### src/rtl/ftu_pkg.sv
package ftu_pkg;
    localparam int unsigned XLEN = 32;

    typedef enum logic [1:0] {
        BR_COND = 2'b00,
        BR_JUMP = 2'b01,
        BR_CALL = 2'b10,
        BR_RET  = 2'b11
    } br_kind_e;

    typedef struct packed {
        logic            hit;
        br_kind_e        kind;
        logic [XLEN-1:0] target;
    } lookup_t;

    function automatic logic [XLEN-1:0] seq_addr(input logic [XLEN-1:0] pc);
        return pc + XLEN'(4);
    endfunction
endpackage

### src/rtl/ftu_btb.sv
module ftu_btb
    import ftu_pkg::*;
#(
    parameter int unsigned IDX_W = 6
) (
    input  logic            clk,
    input  logic            rst,
    input  logic [XLEN-1:0] rd_pc,
    output lookup_t         rd_o,
    input  logic            wr_en,
    input  logic [XLEN-1:0] wr_pc,
    input  logic [XLEN-1:0] wr_target,
    input  br_kind_e        wr_kind
);
    localparam int unsigned ENTRIES = 1 << IDX_W;
    localparam int unsigned TAG_LO  = IDX_W + 2;
    localparam int unsigned TAG_W   = XLEN - TAG_LO;

    logic [ENTRIES-1:0] vld_q;
    logic [TAG_W-1:0]   tag_q [ENTRIES];
    logic [XLEN-1:0]    tgt_q [ENTRIES];
    br_kind_e           kind_q[ENTRIES];

    logic [IDX_W-1:0] rd_idx, wr_idx;
    assign rd_idx = rd_pc[TAG_LO-1:2];
    assign wr_idx = wr_pc[TAG_LO-1:2];

    always_ff @(posedge clk) begin
        if (rst) begin
            vld_q <= '0;
        end else if (wr_en) begin
            vld_q[wr_idx] <= 1'b1;
        end
    end

    always_ff @(posedge clk) begin
        if (wr_en) begin
            tag_q[wr_idx]  <= wr_pc[XLEN-1:TAG_LO];
            tgt_q[wr_idx]  <= wr_target;
            kind_q[wr_idx] <= wr_kind;
        end
    end

    always_comb begin
        rd_o.hit    = vld_q[rd_idx] && (tag_q[rd_idx] == rd_pc[XLEN-1:TAG_LO]);
        rd_o.kind   = kind_q[rd_idx];
        rd_o.target = tgt_q[rd_idx];
    end


    reset_clear_chk: assert property (@(posedge clk) disable iff (rst)
        $past(rst) |-> (vld_q == '0));


    write_valid_chk: assert property (@(posedge clk) disable iff (rst)
        wr_en |=> vld_q[$past(wr_idx)]);
endmodule

### src/rtl/ftu_ras.sv
module ftu_ras
    import ftu_pkg::*;
#(
    parameter int unsigned DEPTH = 8
) (
    input  logic            clk,
    input  logic            rst,
    input  logic            flush_i,
    input  logic            push_i,
    input  logic [XLEN-1:0] push_data_i,
    input  logic            pop_i,
    output logic            top_vld_o,
    output logic [XLEN-1:0] top_o
);
    localparam int unsigned PTR_W = (DEPTH > 1) ? $clog2(DEPTH) : 1;
    localparam int unsigned CNT_W = $clog2(DEPTH + 1);
    localparam logic [PTR_W-1:0] LAST = PTR_W'(DEPTH - 1);
    localparam logic [CNT_W-1:0] FULL = CNT_W'(DEPTH);

    logic [XLEN-1:0]  mem_q [DEPTH];
    logic [PTR_W-1:0] wptr_q, top_idx;
    logic [CNT_W-1:0] cnt_q;

    function automatic logic [PTR_W-1:0] ptr_inc(input logic [PTR_W-1:0] p);
        return (p == LAST) ? '0 : p + 1'b1;
    endfunction

    function automatic logic [PTR_W-1:0] ptr_dec(input logic [PTR_W-1:0] p);
        return (p == '0) ? LAST : p - 1'b1;
    endfunction

    assign top_idx   = ptr_dec(wptr_q);
    assign top_vld_o = (cnt_q != '0);
    assign top_o     = mem_q[top_idx];

    always_ff @(posedge clk) begin
        if (rst || flush_i) begin
            wptr_q <= '0;
            cnt_q  <= '0;
        end else if (push_i) begin
            wptr_q <= ptr_inc(wptr_q);
            if (cnt_q != FULL) cnt_q <= cnt_q + 1'b1;
        end else if (pop_i && top_vld_o) begin
            wptr_q <= top_idx;
            cnt_q  <= cnt_q - 1'b1;
        end
    end

    always_ff @(posedge clk) begin
        if (!rst && !flush_i && push_i) mem_q[wptr_q] <= push_data_i;
    end


    depth_bound_chk: assert property (@(posedge clk) disable iff (rst)
        cnt_q <= FULL);


    flush_empty_chk: assert property (@(posedge clk) disable iff (rst)
        flush_i |=> !top_vld_o);


    push_top_chk: assert property (@(posedge clk) disable iff (rst)
        (push_i && !flush_i) |=> (top_vld_o && top_o == $past(push_data_i)));


    no_empty_pop_chk: assert property (@(posedge clk) disable iff (rst)
        pop_i |-> top_vld_o);
endmodule

### src/rtl/fetch_target_unit.sv
module fetch_target_unit
    import ftu_pkg::*;
(
    input  logic        clk,
    input  logic        rst,
    input  logic        fetch_vld,
    input  logic [31:0] fetch_pc,
    input  logic        pred_taken,
    input  logic        flush,
    input  logic        upd_en,
    input  logic [31:0] upd_pc,
    input  logic [31:0] upd_target,
    input  logic [1:0]  upd_kind,
    output logic [31:0] next_pc
);
    localparam int unsigned BTB_IDX_W = 6;
    localparam int unsigned RAS_DEPTH = 8;

    lookup_t         lk;
    logic            use_btb, is_call, is_ret;
    logic            push, pop, tos_vld;
    logic [XLEN-1:0] seq_pc, tos;

    ftu_btb #(.IDX_W(BTB_IDX_W)) btb_i (
        .clk       (clk),
        .rst       (rst),
        .rd_pc     (fetch_pc),
        .rd_o      (lk),
        .wr_en     (upd_en),
        .wr_pc     (upd_pc),
        .wr_target (upd_target),
        .wr_kind   (br_kind_e'(upd_kind))
    );

    assign seq_pc  = seq_addr(fetch_pc);
    assign use_btb = lk.hit && pred_taken;
    assign is_call = use_btb && (lk.kind == BR_CALL);
    assign is_ret  = use_btb && (lk.kind == BR_RET);
    assign push    = fetch_vld && is_call;
    assign pop     = fetch_vld && is_ret && tos_vld;

    ftu_ras #(.DEPTH(RAS_DEPTH)) ras_i (
        .clk         (clk),
        .rst         (rst),
        .flush_i     (flush),
        .push_i      (push),
        .push_data_i (seq_pc),
        .pop_i       (pop),
        .top_vld_o   (tos_vld),
        .top_o       (tos)
    );

    always_comb begin
        next_pc = seq_pc;
        if (use_btb) begin
            if (lk.kind == BR_RET) next_pc = tos_vld ? tos : seq_pc;
            else                   next_pc = lk.target;
        end
    end


    idle_no_push_chk: assert property (@(posedge clk) disable iff (rst)
        !fetch_vld |-> !(push || pop));
endmodule

### config.mk
export PLATFORM = sky130hd
export DESIGN_NAME = fetch_target_unit
export DESIGN_NICKNAME = d
export VERILOG_FILES = /design/src/rtl/ftu_pkg.sv /design/src/rtl/ftu_btb.sv /design/src/rtl/ftu_ras.sv /design/src/rtl/fetch_target_unit.sv
export SDC_FILE = /design/constraint.sdc
export NUM_CORES = 2
export LEC_CHECK = 0
export BUFFER_PORTS_ARGS = -buffer_cell sky130_fd_sc_hd__buf_2
export CORE_UTILIZATION = 45
export DETAILED_ROUTE_END_ITERATION = 6
export PLACE_DENSITY_LB_ADDON = 0.12
export SYNTH_ARGS = -nofsm -noshare
export SYNTH_HDL_FRONTEND = slang
export SYNTH_HIERARCHICAL = 1
export SYNTH_SLANG_ARGS = --single-unit
### constraint.sdc
create_clock -name clk -period 16.1 [get_ports clk]
set_input_delay 4.025 -clock clk [delete_from_list [all_inputs] [get_ports clk]]
set_output_delay 4.025 -clock clk [all_outputs]
set_load 0.03 [all_outputs]
==> impl_metrics.py <==
metrics = {
    "run": {
        "maxCapViolCount": 0,
    },
    "logic_synthesis": {
        "synth-seq-cells": 4039,
        "syn-num-nets": 6830,
        "synth.most_common_cell": "edfxtp_1",
        "ys_types": 67,
        "ys_warn_count": 6,
        "synthArstFlopShare_pct": 0,
        "synthTopCellsByArea": "edfxtp_1 77%, mux4_2 16%, dfxtp_1 0.91%, mux2i_1 0.71%, nor2_1 0.63%",
        "ys_seq_area_share_pct": 77.56,
        "syn_inst": 6719,
        "syn_area_um2": 155500,
        "yosys.area.top_type_share_pct": 76.65,
        "synth_ff_type": "edfxtp_1",
        "synth_area_leader_cell": "edfxtp_1",
        "synthTopCellsByCount": "3968 x edfxtp_1, 1101 x mux4_2, 262 x nor2_1, 183 x clkbuf_1, 110 x mux2i_1",
        "synth_edf_count": 3968,
        "syn_avg_cell_area_um2": 23.14,
    },
    "run_status": {
        "status": "completed",
    },
    "critical_path": {
        "cp-endpoint": "next_pc[20]",
        "path_common_cell": "buf_12",
        "critPathLaunch": "fetch_pc[2]",
        "ff2ff_path_depth": 17,
        "crit_slowest_cell": "nor4_2",
        "rrSetupSlack_ns": 9.00,
        "critPathRequiredTime_ns": 12.07,
        "path_delay_family": "simple AND/OR/NAND/NOR gates",
        "crit_fanout": 75,
        "critPathBufInv": 6,
        "arrival_ns": 11.05,
        "start_kind": "input pin",
        "max_stage_delay_ns": 0.75,
        "crit_chain": "buf_12 > buf_12 > buf_12 > mux4_2 > a32oi_1 > nand2_1 > o31ai_1 > buf_4 > xnor2_1 > nor4_1 > nand4_1 > nor4_2 > and2_1 > buf_4 > nand2_1 > a32oi_1 > buf_2",
        "r2r-start": "btb_i/tag_q[49][17]",
        "crit_type": "in -> out",
        "worst-path-stages": 17,
        "critPathCaptureType": "primary output",
        "worstReg2RegEnd": "ras_i/mem_q[0][9]",
    },
    "pwr": {
        "vdd_drop_max_uv": 89.19,
        "p_leak_uw": 0.05437,
        "power_density_nw_per_um2": 126.6,
    },
    "floorplan": {
        "core_um2": 343300,
        "start_util_pct": 45.29,
        "rows": 215,
        "die_area_um2": 347800,
        "die_y_um": 589.8,
        "die_w_um": 589.8,
        "io_pins": 136,
    },
    "timing": {
        "fmax_mhz": 66.33,
        "setup_violations": 0,
        "tns_ns": 0,
        "hold_viol": 0,
        "relSlewSlack_pct": 12.68,
        "skew_ns": 0.04624,
        "fin_crit_ns": 15.08,
        "period_share_pct": 93.64,
        "worst_pin_slew_ns": 1.310,
        "worst_slack_ns": 1.024,
        "rsz0062_at_grt": "no",
        "final_max_slew_viol_count": 0,
    },
    "global_route": {
        "grt_max_degree": 126,
        "gr-total-overflow": 0,
        "grtUsageTotal_pct": 27.24,
        "grt_first_pass_wirelength_um": 643100,
        "grt_pass1_vias": 76152,
        "antenna_found_initial": 47,
        "grt_util_met1_pct": 39.04,
        "met2_usage_pct": 43.22,
        "top_usage_layer": "met2",
        "grtUsageMet3_pct": 5.661,
    },
    "placement": {
        "place_hpwl_um": 247200,
        "place_ws_ns": 1.119,
        "place.gp.congestion": 0.8262,
        "portBuffers": 133,
    },
    "clock_tree": {
        "cts_setup_buffers": 0,
        "cts_resized": 0,
        "cts_buffer_depth": 4,
        "clockRootBuffer": "clkbuf_16",
        "cts_hold_buf": 0,
        "clock_latency_ns": 0.98,
        "h-tree-depth": 5,
        "clock-sinks": 4039,
        "clk_pin_slew_ns": 0.06,
        "cts_tree": "built",
        "cts_made_buffers": 410,
    },
    "final_layout": {
        "nNetsFinal": 7244,
        "fillers": 26899,
        "drive_above_1_share_pct": 29.78,
        "area_delta_synth_final_pct": 13.24,
    },
    "drt": {
        "vias_per_cell": 6.367,
        "dr.pass1.iters": 5,
        "drtIter0Drc": 11164,
        "routed_wl_um": 476000,
        "antenna_left": 0,
        "vias": 76764,
        "drt-wirelength-per-cell_um": 39.48,
        "drc": 0,
    },
    "min_path": {
        "hold_path.class": "reg -> reg",
    },
}
worst min-delay path, stage by stage (launching register included):
cell	delay (ns)
dfxtp_1	0.32
nor2_1	0.04
nor2_1	0.07
worst min-delay path by stage:
stage | depth (start not counted) | endpoint | start
2_1_floorplan | 2 | btb_i/vld_q[10] | btb_i/vld_q[10]
3_3_place_gp | 2 | btb_i/vld_q[48] | btb_i/vld_q[48]
3_5_place_dp | 2 | btb_i/vld_q[19] | btb_i/vld_q[19]
4_1_cts | 2 | btb_i/vld_q[41] | btb_i/vld_q[41]
5_1_grt | 2 | btb_i/vld_q[49] | btb_i/vld_q[49]
6_report | 2 | btb_i/vld_q[38] | btb_i/vld_q[38]
kinds of logic (layout without fill, tap and decap cells):
group	count (synthesis)	after routing	share of synthesized area, %
DFF	4039	4039	77.56
muxes	1304	1304	17.56
and+or+nand+nor	576	576	1.751
buffers and inverters	380	1142	1.198
AOI/OAI and AO/OA	370	370	1.627
xor gates and xnor gates	43	43	0.2423
adders and majority gates	7	7	0.06117
other	0	19	0
state kept, by name (all words and copies together) (netlist names):
signal,cells
btb_i/kind_q,128
btb_i/tag_q,1536
btb_i/tgt_q,2048
btb_i/vld_q,64
ras_i/cnt_q,4
ras_i/mem_q,256
ras_i/wptr_q,3
cell type report:
| type | instances | area [µm²] | area share (%) |
|---|---|---|---|
| well taps | 4557 | 5702 | 3.239 |
| diodes | 19 | 47.55 | 0.02701 |
| inverters | 14 | 62.56 | 0.03554 |
| multi-input cells | 2300 | 33570 | 19.07 |
| clock buffers | 514 | 10930 | 6.210 |
| repair buffers | 368 | 2745 | 1.559 |
| clock inverters | 246 | 2399 | 1.363 |
| flip-flops and latches | 4039 | 120600 | 68.50 |
placed cells by master, fill, tap and decap left out, types with 16 or more instances in the layout:
cell	instances
a211oi_1	24
a21oi_1	56
a22oi_1	25
and2_1	16
buf_12	22
buf_2	127
buf_4	215
bufinv_16	41
clkbuf_1	83
clkbuf_16	421
clkinv_1	89
clkinv_2	75
dfxtp_1	70
diode_2	19
edfxtp_1	3968
mux2_2	70
mux2i_1	110
mux4_1	23
mux4_2	1101
nand2_1	107
nand3_1	35
nand3b_1	22
nor2_1	192
nor2_4	70
nor3_1	24
o21ai_0	57
o221ai_1	40
o22ai_1	70
xnor2_1	24
xor2_1	19
metrics by stage:
stage	util, %	power, µW	hold slack [ns]	area (µm²)	instances
after global placement	47.39	12920	0.4480	162700	11278
after global routing	51.27	22790	0.4882	176000	12043
after floorplan	-	12440	0.4348	155500	6719
after detailed placement	47.39	12940	0.4575	162700	11278
final	51.28	22290	0.4691	176000	12057
after CTS	51.27	22370	0.4724	176000	12038
power breakdown:
| part | switching, µW | internal (µW) |
|---|---|---|
| Combinational | 702 | 388 |
| Clock | 4100 | 5470 |
| Sequential | 13.9 | 11600 |
| Total | 4810 | 17500 |
layer usage:
| layer | up-vias | share of wire (%) |
|---|---|---|
| met3 | 655 | 8.9 |
| met1 | 42702 | 41 |
| met4 | 36 | 2.5 |
| met5 | - | 0.044 |
| li1 | 29711 | - |
| met2 | 3660 | 48 |
Power figures use the tool's default switching activity.
